## config.mk

```make
export PLATFORM = sky130hd
export DESIGN_NAME = xfer_act_ctrl
export DESIGN_NICKNAME = d
export VERILOG_FILES = /design/src/rtl/xac_pkg.sv /design/src/rtl/xac_prio.sv /design/src/rtl/xac_enreg.sv /design/src/rtl/xac_skipctl.sv /design/src/rtl/xfer_act_ctrl.sv
export SDC_FILE = /design/constraint.sdc
export NUM_CORES = 1
export LEC_CHECK = 0
export ABC_CLOCK_PERIOD_IN_PS = 2350
export CAP_MARGIN = 0
export CORE_ASPECT_RATIO = 0.5
export CORE_MARGIN = 2
export CORE_UTILIZATION = 35
export DETAILED_ROUTE_END_ITERATION = 7
export MAX_ROUTING_LAYER = met4
export PLACE_DENSITY = 0.76
export SYNTH_ARGS = -nofsm -noshare
export SYNTH_HDL_FRONTEND = slang
export SYNTH_HIERARCHICAL = 1
export SYNTH_SLANG_ARGS = --single-unit
```

## constraint.sdc

```tcl
create_clock -name clk -period 2.35 [get_ports clk]
set_input_delay 0.705 -clock clk [delete_from_list [all_inputs] [get_ports clk]]
set_output_delay 0.705 -clock clk [all_outputs]
set_load 0.005 [all_outputs]
```

## src/rtl/xac_pkg.sv

```systemverilog
package xac_pkg;
   typedef enum logic [2:0] {
      ST_IDLE,
      ST_VEC,
      ST_DSC,
      ST_START,
      ST_WAIT,
      ST_FIN
   } xac_state_t;
endpackage

```

## src/rtl/xac_prio.sv

```systemverilog
module xac_prio #(
   parameter int N_SRC = 4,
   localparam int IW = (N_SRC > 1) ? $clog2(N_SRC) : 1
) (
   input  logic             clk,
   input  logic             rst_n,
   input  logic [N_SRC-1:0] req,
   output logic [N_SRC-1:0] grant,
   output logic             any,
   output logic [IW-1:0]    idx
);
   logic [N_SRC-1:0] below;

   assign below[0] = 1'b0;
   for (genvar g = 1; g < N_SRC; g++) begin : g_below
      assign below[g] = below[g-1] | req[g-1];
   end
   assign grant = req & ~below;
   assign any   = |req;

   always_comb begin
      idx = '0;
      for (int i = N_SRC - 1; i >= 0; i--) begin
         if (req[i]) idx = IW'(i);
      end
   end

   p_grant_onehot_r3: assert property (@(posedge clk) disable iff (!rst_n)
      $onehot0(grant) && ((grant & ~req) == '0));
   p_grant_lowest_r3: assert property (@(posedge clk) disable iff (!rst_n)
      any |-> (grant[idx] && ((req & ((N_SRC'(1) << idx) - N_SRC'(1))) == '0)));
endmodule

```

## src/rtl/xac_enreg.sv

```systemverilog
module xac_enreg #(
   parameter int N_SRC = 4
) (
   input  logic             clk,
   input  logic             rst_n,
   input  logic             we,
   input  logic [N_SRC-1:0] wdata,
   input  logic [N_SRC-1:0] hw_clr,
   output logic [N_SRC-1:0] q
);
   for (genvar g = 0; g < N_SRC; g++) begin : g_bit
      always_ff @(posedge clk) begin
         if (!rst_n)         q[g] <= 1'b0;
         else if (hw_clr[g]) q[g] <= 1'b0;
         else if (we)        q[g] <= wdata[g];
      end

      p_hwclr_wins_r11: assert property (@(posedge clk) disable iff (!rst_n)
         hw_clr[g] |=> !q[g]);
      p_write_takes_r11: assert property (@(posedge clk) disable iff (!rst_n)
         (we && !hw_clr[g]) |=> (q[g] == $past(wdata[g])));
   end
endmodule

```

## src/rtl/xac_skipctl.sv

```systemverilog
module xac_skipctl #(
   parameter int N_SRC = 4,
   localparam int IW = (N_SRC > 1) ? $clog2(N_SRC) : 1
) (
   input  logic          clk,
   input  logic          rst_n,
   input  logic          ctl_we,
   input  logic          ctl_wbit,
   input  logic          fetch_done,
   input  logic [IW-1:0] fetch_idx,
   output logic          ctl_q,
   output logic          vld_q,
   output logic [IW-1:0] last_q
);
   always_ff @(posedge clk) begin
      if (!rst_n) begin
         ctl_q  <= 1'b0;
         vld_q  <= 1'b0;
         last_q <= '0;
      end else begin
         if (fetch_done) begin
            vld_q  <= 1'b1;
            last_q <= fetch_idx;
         end
         if (ctl_we) begin
            ctl_q <= ctl_wbit;
            if (!ctl_wbit) vld_q <= 1'b0;
         end
      end
   end

   p_wr0_drops_r6: assert property (@(posedge clk) disable iff (!rst_n)
      (ctl_we && !ctl_wbit) |=> !vld_q);
   p_fetch_keeps_r5: assert property (@(posedge clk) disable iff (!rst_n)
      (fetch_done && !(ctl_we && !ctl_wbit)) |=> (vld_q && last_q == $past(fetch_idx)));
endmodule

```

## src/rtl/xfer_act_ctrl.sv

```systemverilog
module xfer_act_ctrl #(
   parameter int           N_SRC    = 4,
   parameter int           AW       = 16,
   parameter int           DW       = 32,
   parameter logic [AW-1:0] VEC_BASE = 16'h0100,
   localparam int          IW       = (N_SRC > 1) ? $clog2(N_SRC) : 1
) (
   input  logic             clk,
   input  logic             rst_n,
   input  logic             reg_we,
   input  logic             reg_sel,
   input  logic [N_SRC-1:0] reg_wdata,
   output logic [N_SRC-1:0] xfer_en,
   output logic             skip_ctl,
   input  logic [N_SRC-1:0] src_req,
   input  logic [N_SRC-1:0] src_ie,
   output logic [N_SRC-1:0] src_clr,
   output logic             mem_req,
   output logic [AW-1:0]    mem_addr,
   input  logic             mem_rvalid,
   input  logic [DW-1:0]    mem_rdata,
   output logic             eng_start,
   output logic [IW-1:0]    eng_src,
   output logic [DW-1:0]    eng_desc,
   input  logic             eng_done,
   output logic             cpu_irq,
   output logic [IW-1:0]    cpu_irq_src
);
   import xac_pkg::*;

   if (N_SRC < 2) begin : g_bad_nsrc
      $error("xfer_act_ctrl: N_SRC must be at least 2");
   end
   if (DW < AW) begin : g_bad_dw
      $error("xfer_act_ctrl: DW must cover AW");
   end
   if (AW < IW + 2) begin : g_bad_aw
      $error("xfer_act_ctrl: AW too narrow for the vector table");
   end

   xac_state_t       state_q;
   logic [IW-1:0]    idx_q;
   logic [AW-1:0]    dptr_q;
   logic [DW-1:0]    desc_q;
   logic [N_SRC-1:0] eligible, grant, src_hot, hw_clr;
   logic             any_elig, skip_vld, skip_hit, fetch_done, fin_mode;
   logic [IW-1:0]    gidx, last_idx;

   assign eligible = src_req & src_ie & xfer_en;

   xac_prio #(.N_SRC(N_SRC)) u_prio (
      .clk(clk), .rst_n(rst_n), .req(eligible),
      .grant(grant), .any(any_elig), .idx(gidx)
   );

   xac_skipctl #(.N_SRC(N_SRC)) u_skip (
      .clk(clk), .rst_n(rst_n),
      .ctl_we(reg_we && reg_sel), .ctl_wbit(reg_wdata[0]),
      .fetch_done(fetch_done), .fetch_idx(idx_q),
      .ctl_q(skip_ctl), .vld_q(skip_vld), .last_q(last_idx)
   );

   assign skip_hit   = skip_ctl && skip_vld && (gidx == last_idx);
   assign fetch_done = (state_q == ST_DSC) && mem_rvalid;
   assign fin_mode   = desc_q[0];
   assign src_hot    = N_SRC'(1) << idx_q;

   assign hw_clr  = ((state_q == ST_FIN) && fin_mode)  ? src_hot : '0;
   assign src_clr = ((state_q == ST_FIN) && !fin_mode) ? src_hot : '0;

   xac_enreg #(.N_SRC(N_SRC)) u_en (
      .clk(clk), .rst_n(rst_n),
      .we(reg_we && !reg_sel), .wdata(reg_wdata),
      .hw_clr(hw_clr), .q(xfer_en)
   );

   always_comb begin
      mem_req  = 1'b0;
      mem_addr = '0;
      if (state_q == ST_VEC) begin
         mem_req  = 1'b1;
         mem_addr = VEC_BASE + (AW'(idx_q) << 2);
      end else if (state_q == ST_DSC) begin
         mem_req  = 1'b1;
         mem_addr = dptr_q;
      end
   end

   assign eng_start   = (state_q == ST_START);
   assign eng_src     = idx_q;
   assign eng_desc    = desc_q;
   assign cpu_irq     = (state_q == ST_FIN) && fin_mode;
   assign cpu_irq_src = idx_q;

   always_ff @(posedge clk) begin
      if (!rst_n) begin
         state_q <= ST_IDLE;
         idx_q   <= '0;
         dptr_q  <= '0;
         desc_q  <= '0;
      end else begin
         unique case (state_q)
            ST_IDLE: if (any_elig) begin
               idx_q   <= gidx;
               state_q <= skip_hit ? ST_START : ST_VEC;
            end
            ST_VEC: if (mem_rvalid) begin
               dptr_q  <= mem_rdata[AW-1:0];
               state_q <= ST_DSC;
            end
            ST_DSC: if (mem_rvalid) begin
               desc_q  <= mem_rdata;
               state_q <= ST_START;
            end
            ST_START: state_q <= ST_WAIT;
            ST_WAIT:  if (eng_done) state_q <= ST_FIN;
            ST_FIN:   state_q <= ST_IDLE;
            default:  state_q <= ST_IDLE;
         endcase
      end
   end

   p_skip_noread_r5: assert property (@(posedge clk) disable iff (!rst_n)
      (state_q == ST_IDLE && any_elig && skip_hit) |=> (!mem_req && eng_start));
   p_start_pulse_r4: assert property (@(posedge clk) disable iff (!rst_n)
      eng_start |=> !eng_start);
   p_busy_quiet_r10: assert property (@(posedge clk) disable iff (!rst_n)
      (state_q == ST_WAIT) |-> (!mem_req && !eng_start));
   p_irq_pulse_r9: assert property (@(posedge clk) disable iff (!rst_n)
      cpu_irq |=> !cpu_irq);
   p_fin_exclusive_r8: assert property (@(posedge clk) disable iff (!rst_n)
      $onehot0(src_clr) && !(cpu_irq && (src_clr != '0)));
endmodule

```

* Yosys cells after proc, flatten, opt, wreduce, memory -nomap -nowiden *
Cells that the tools add are included.

cells by class
  add/sub/neg operators = 1
  eq/ne operators = 10
  shifts and indexed selects = 1
  multiplexer cells = 19
  bitwise logic cells = 3
  reduce and logical (&&, ||, !) cells = 19

operator list
  cell                    number
  $mux W16                2
  $pmux W3 S5             1
  $mux W3                 4
  $add A9 B4 Y10 const A  1
  $mux W2                 5
  $and A4 B4 Y4           2
  $mux W4                 2
  $ne A2 B2 Y1 const B    4
  $reduce_or A2 Y1        4
  $logic_and A1 B1 Y1     7
  $eq A3 B2 Y1 const B    2
  $eq A3 B3 Y1 const B    2
  $reduce_and A2 Y1       3
  $mux W1                 5
  $reduce_and A4 Y1       1
  $reduce_or A4 Y1        1
  $shl A1 B2 Y4 const A   1
  $eq A3 B1 Y1 const B    1
  $logic_not A3 Y1        1
  $eq A2 B2 Y1            1
  $logic_not A1 Y1        2
  $not A1 Y1              1

storage, ports and cells
  register bits after elaboration = 61
  input port bits = 50
  output and inout port bits = 64
  word-level logic and storage cells = 64

* Logic depth before layout (Yosys ltp) *
Gate-level depths: netlist (run 1).

  depth in word-level cells = 11
  gate-level depth with buffers = 6
  mapped depth without buffers = 6

* By module *
Netlist (run 1), hierarchy kept.

by module, submodules not included
  module         instances  cells an instance  area each (µm²)  sequential area each (µm²)
  xfer_act_ctrl  1          292                2299.7           1061.0
  xac_enreg      1          13                 181.4            80.1
  xac_skipctl    1          12                 143.9            80.1
  xac_prio       1          10                 58.8             0.0

* Worst setup path after synthesis (run 1) *
No wires, ideal clock.

  path type = input -> register
  start point = input port src_req[0]
  end point = register state_q[0]
  setup time = 115 ps
  arrival = 1837 ps
  required time = 2235 ps
  path slack = 398 ps
  cell stages on the path = 5
  path buffers = 0
  cell sequence = and3_1 > or4_1 > nor3_1 > a2111oi_0 > o21a_1

between the ends
  longest elaborated chain between the ends = 5

RTL lines
  item                         RTL line              RTL
  start: declaration           xfer_act_ctrl.sv:15   input logic [N_SRC-1:0] src_req,
  $and A4 B4 Y4 (2 in a row)   xfer_act_ctrl.sv:49   assign eligible = src_req & src_ie & xfer_en;
  $reduce_or A4 Y1             xac_prio.sv:19        assign any = |req;
  net any_elig                 xfer_act_ctrl.sv:46   logic any_elig, skip_vld, skip_hit, fetch_done, fin_mode;
  $ne A2 B2 Y1 (no line)       n/a
  $reduce_and A4 Y1 (no line)  n/a
  end signal: assignment       xfer_act_ctrl.sv:105  state_q <= skip_hit ? ST_START : ST_VEC;
  end: declaration             xfer_act_ctrl.sv:41   xac_state_t state_q;

The timed path passes the listed nets, and every way through them passes these cells.
A chain may end at the register's enable or synchronous reset.

* Worst setup path after layout (run 1) *
  start point = register state_q[1]
  end point = output port cpu_irq

between the ends
  longest elaborated chain between the ends = 2

RTL lines
  item                 RTL line             RTL
  $eq A3 B3 Y1         xfer_act_ctrl.sv:92  assign cpu_irq = (state_q == ST_FIN) && fin_mode;
  $logic_and A1 B1 Y1  xfer_act_ctrl.sv:92
  end: declaration     xfer_act_ctrl.sv:26  output logic cpu_irq,

Every way passes these cells.

==> run summary, run 1 <==
first-pass GRT wire length: 12100 µm
min-delay src: dptr_q[7]
reg2reg end: state_q[1]
later-pin clock latency in the skew report: 320 ps
Worst Path Arrival: 1640 ps
# diodes: 0
Worst Skew: 4.64 ps
P&R area growth vs syn: 61.7%
aggregate global-route resource usage: 19.0%
Crit. End Element: output port
IO Count: 114
RSZ-0062 raised after global routing: yes
Synthesized Nets: 373
Final setup viols: 0
row cnt: 22
outcome: finished, final reports clean
Root Driver: clkbuf_16
RR Startpoint: u_en/q[2]
# Max-Cap Violations: 0
Clock Sinks: 61
pin slew with the least headroom to its limit: 513 ps
initial antenna violation count: 0
Post-Syn Instances: 323
Worst-path clk slew: 50 ps
Mapped Area: 0.00266 mm²
Post-Route WL: 7520 µm
largest fanout on the critical path: 5
ANT nets after route: 0
Slew Limit Fails: 0
cts bufs inserted: 9
power density cells: 655 mW/mm²
hold path cells: 2
layout cell share with drive strength beyond 1: 11.8%
CP startpoint kind: flop
drt wl/cell: 13.8 µm
Final Cycle Share: 99.9%
Final #Nets: 494
largest net degree at the start of global routing: 49
Leakage: 1.81 nW
vias in the first global route: 2569
CTS Hold Bufs: 0
CP Class: reg -> out
Max Root-Sink Buffers: 2
GP Congestion: 0.858
CTS H-tree depth: 3
critical path's largest stage delay: 500 ps
Pre-antenna DRT Iters: 4
die height: 65.6 µm
R2R setup slack: 700 ps
Pwr Total: 2.81 mW
CP Cell Sequence: and2b_2 > nand3_2 > inv_1 > clkdlybuf4s50_1
Hold Crit Class: reg -> reg
total gr overflow: 0
f_max: 426 MHz
fin crit period: 2350 ps
final hold vios: 0
Vias: 2661
dpl ws: -47.7 ps
detailed placement HPWL: 5020 µm
syn_area_per_cell: 8.22 µm²
core footprint: 0.00735 mm²
initial core utilization: 36.1%
initial detailed-routing violation count: 156
# port buffers: 113
Setup WS post-layout: 2.15 ps
DRC viols: 0
Die Area: 0.00834 mm²
TritonCTS clock tree: built
Worst VDD drop: 0.344 mV
CP max-delay cell: clkdlybuf4s50_1
worst r2r path cells: 6
Ys Warns: 6
CP required: 1640 ps
die width: 127 µm
Rel. slew slack: 65.8%
Hold Path End: dptr_q[7]
DR vias/cell: 4.89
-- power breakdown --
group	switching (mW)	total, mW	internal, mW
combinational	0.0876	0.224	0.136
clock	0.442	1.53	1.08
sequential	0.0113	1.06	1.05
-- stage by stage --
| step | utilization (%) | hold slack (ps) | cell area (µm²) | std cells | setup TNS (ps) |
|---|---|---|---|---|---|
| after detailed placement | 52.2 | 442 | 3840 | 522 | -73.6 |
| after CTS | 57.6 | 452 | 4240 | 541 | -8.50 |
| after floorplan | - | 432 | 2660 | 323 | 0 |
| after global placement | 52.2 | 438 | 3840 | 522 | -10.6 |
| after global routing | 58.4 | 467 | 4290 | 544 | -189 |
| final | 58.4 | 450 | 4290 | 544 | 0 |
-- worst max-delay path by stage --
stage                     startpoint          to  slack [ps]  depth (start not counted)
final                     state_q[1]     cpu_irq           2                          4
after global routing      state_q[0]     cpu_irq         -70                          4
after CTS                 state_q[0]  src_clr[2]          -8                          4
after detailed placement  src_req[0]  state_q[0]         -50                          6
after global placement    src_req[0]  state_q[0]         -10                          6
after floorplan           src_req[0]  state_q[0]         450                          5
-- per-layer routing --
| metal | global-route usage (%) | share of wire, % | wire length (µm) | up-vias |
|---|---|---|---|---|
| li1 | - | - | - | 1315 |
| met1 | 21.3 | 44 | 3310 | 1276 |
| met2 | 33.2 | 50 | 3780 | 60 |
| met3 | 5.05 | 4.4 | 331 | 10 |
| met4 | 7.14 | 1.4 | 106 | 0 |
| met5 | - | 0 | 0 | - |
-- final cells by class --
type,count,area [µm²]
sequential,61,1230
multi-input combinational,232,1240
timing repair buffer,134,1330
tap,96,120
fill,610,3060
clock inverter,4,95.1
inverter,6,25.0
clock buffer,11,253
-- worst max-delay path: cells and delay by family (launching register included) --
family                 cells  cell delay, ps
buffers and inverters      2             580
flip-flops                 1             330
AND/OR/NAND/NOR            2             400
-- timing repair --
item | CTS | global route
resized for setup | 15 | 17
endpoints found under the hold margin | 0 | 0
cloned | 1 | 0
pin swaps | 3 | 0
endpoints found under the setup margin | 23 | 19
buffers inserted | 3 | 3
-- cell usage in the layout, fill, tap and decap left out, drive strengths merged --
cell type	n
dfxtp	61
or2	1
or4	1
a21oi	52
a221oi	1
nand4b	1
nand4bb	2
a22oi	2
and2b	1
dlygate4sd2	4
nor4b	1
dlymetal6s2s	13
and2	1
a2111oi	1
nor3b	5
nand2b	3
nand2	99
nor2b	6
clkdlybuf4s50	95
o21bai	1
o21a	2
nor3	5
nand3	1
clkbuf	12
bufinv	3
buf	21
xnor2	2
and3	17
mux2i	9
clkinv	2
inv	5
nor2	14
o221a	1
and4bb	2
nand3b	1
-- state kept, by name, indices dropped and copies added, names as in the netlist --
signal and count:
eng_desc 32, dptr_q 16, u_en/q 4, state_q 3, cpu_irq_src 2, u_skip/last_q 2
u_skip/ctl_q 1, u_skip/vld_q 1
Power figures use the tool's default switching activity.
==> inputs of run 2 (changes only) <==
- CORE_MARGIN: 2 -> unset
- SLEW_MARGIN: unset -> 20
==> run 2 against run 1 <==
Compared with the run above:
- utilization barely moved
- largest cell class unchanged
- clock skew shrank 1.6 ps
- count of clock-buffer cells in the layout is the same
- non-clock buffer count is 6 higher
- critical path type unchanged
- clock power decreased by 16%
- worst setup slack improved by 59 ps
- highest routed layer unchanged
==> run summary, run 2 (synthesis results as in run 1) <==
Root Driver: clkbuf_16 (unchanged)
CP required: 1640 ps (about the same)
Slew Limit Fails: 0 (unchanged)
CP Class: reg -> out (unchanged)
final hold vios: 0 (unchanged)
outcome: finished, final reports clean (unchanged)
die height: 63.6 µm (was 65.6 µm)
initial antenna violation count: 0 (unchanged)
Rel. slew slack: 74.1% (was 65.8%)
# diodes: 0 (unchanged)
RR Startpoint: u_en/q[0] (was u_en/q[2])
commonest cells after routing, fill and taps aside: 99 x nand2_1, 91 x clkdlybuf4s50_1, 59 x dfxtp_1, 52 x a21oi_1, 22 x buf_4 (was 99 x nand2_1, 95 x clkdlybuf4s50_1, 59 x dfxtp_1, 52 x a21oi_1, 18 x buf_4)
reg2reg end: state_q[0] (was state_q[1])
Leakage: 1.81 nW (about the same)
vias in the first global route: 2400 (was 2569)
R2R setup slack: 720 ps (was 700 ps)
# port buffers: 113 (unchanged)
Worst Path Arrival: 1580 ps (was 1640 ps)
largest net degree at the start of global routing: 35 (was 49)
DRC viols: 0 (unchanged)
dpl ws: -49.1 ps (was -47.7 ps)
IO Count: 114 (unchanged)
row cnt: 22 (unchanged)
aggregate global-route resource usage: 19.7% (was 19.0%)
Final setup viols: 0 (unchanged)
Worst VDD drop: 0.400 mV (was 0.344 mV)
power density cells: 600 mW/mm² (was 655 mW/mm²)
Pre-antenna DRT Iters: 6 (was 4)
later-pin clock latency in the skew report: 320 ps (about the same)
ANT nets after route: 0 (unchanged)
die width: 125 µm (was 127 µm)
Vias: 2610 (was 2661)
# Max-Cap Violations: 0 (unchanged)
worst r2r path cells: 5 (was 6)
fin cells: 551 (was 544)
Hold Crit Class: reg -> reg (unchanged)
Post-Route WL: 7550 µm (was 7520 µm)
drt wl/cell: 13.7 µm (was 13.8 µm)
Final #Nets: 500 (was 494)
cts bufs inserted: 9 (unchanged)
Worst-path clk slew: 50 ps (about the same)
initial core utilization: 36.1% (unchanged)
core footprint: 0.00735 mm² (unchanged)
DR vias/cell: 4.74 (was 4.89)
fin crit period: 2290 ps (was 2350 ps)
Crit. End Element: output port (unchanged)
initial detailed-routing violation count: 155 (was 156)
detailed placement HPWL: 4990 µm (was 5020 µm)
setup_tns: 0 ps (unchanged)
Setup WS post-layout: 60.8 ps (was 2.15 ps)
Clock Sinks: 61 (unchanged)
P&R area growth vs syn: 61.6% (was 61.7%)
layout cell share with drive strength beyond 1: 13.2% (was 11.8%)
CTS H-tree depth: 3 (unchanged)
Final Cycle Share: 97.4% (was 99.9%)
pin slew with the least headroom to its limit: 379 ps (was 513 ps)
Worst Skew: 3.07 ps (was 4.64 ps)
Max Root-Sink Buffers: 2 (unchanged)
most common cell after layout, fill and taps aside: nand2_1 (unchanged)
Worst setup endpoint: src_clr[2] (was cpu_irq)
final core utilization: 58.4% (about the same)
CP startpoint kind: flop (unchanged)
TritonCTS clock tree: built (unchanged)
GP Congestion: 0.805 (was 0.858)
Die Area: 0.00796 mm² (was 0.00834 mm²)
largest fanout on the critical path: 4 (was 5)
max FFs per register: 32 (unchanged)
Setup crit start: state_q[1] (unchanged)
total gr overflow: 0 (unchanged)
f_max: 437 MHz (was 426 MHz)
placed insts: 525 (was 522)
first-pass GRT wire length: 11800 µm (was 12100 µm)
run 2: cell types whose count changed in the layout (fill, tap and decap cells not counted), moves of 2 or more:
| cell | before | now |
|---|---|---|
| bufinv_16 | 3 | 1 |
| dlymetal6s2s_1 | 13 | 11 |
| buf_4 | 18 | 22 |
| clkdlybuf4s50_1 | 95 | 91 |
| dlygate4sd2_1 | 4 | 9 |
| clkinv_2 | 1 | 4 |
run 2: repair_timing:
item	in CTS	in global routing
setup endpoints to repair	23	15
hold buffers	0	0
cloned	2	0
gates resized for setup	25	19
buffers inserted	2	6
pin swaps	2	1
run 2: where the power goes:
part           switching (mW)  internal [mW]  leakage [nW]
sequential             0.0118           1.05         0.494
combinational          0.0890          0.141          1.17
clock                   0.440          0.840         0.149
total                   0.541           2.03          1.81
run 2: cell type report:
type                            instances  area (µm²)
Tap cell                               96         120
Fill cell                             647        3060
Multi-Input combinational cell        232        1260
Clock inverter                          5        50.0
Timing Repair Buffer                  140        1360
Sequential cell                        61        1230
Inverter                                6        25.0
Clock buffer                           11         243
run 2: metal layers:
layer	part of all wire (%)	track usage (%)
met1	46	22.7
met2	49	32.2
met3	4.9	7.31
met4	0.71	6.25
met5	0	-
run 2: how the worst min path moves through the flow:
stage | startpoint | slack (ps) | endpoint | depth (start not counted)
floorplan | dptr_q[0] | 430 | dptr_q[0] | 2
global placement | dptr_q[13] | 440 | dptr_q[13] | 2
detailed placement | dptr_q[0] | 440 | dptr_q[0] | 2
CTS | dptr_q[0] | 450 | dptr_q[0] | 2
global route | eng_desc[20] | 470 | eng_desc[20] | 2
finish | dptr_q[1] | 450 | dptr_q[1] | 2
run 2: critical path, cell delays in order (launching register included):
cell           delay, ps
dfxtp_2              340
and2b_4              300
nand3b_1             140
buf_4                160
nor2_1                80
dlygate4sd2_1        240
run 2: per-stage QoR:
stage	instance area (µm²)	hold WS, ps	power [mW]
after global routing	4290	467	2.68
after detailed placement	3860	443	1.29
final	4290	450	2.57
after floorplan	2660	432	1.16
after global placement	3860	438	1.29
after CTS	4210	450	2.59
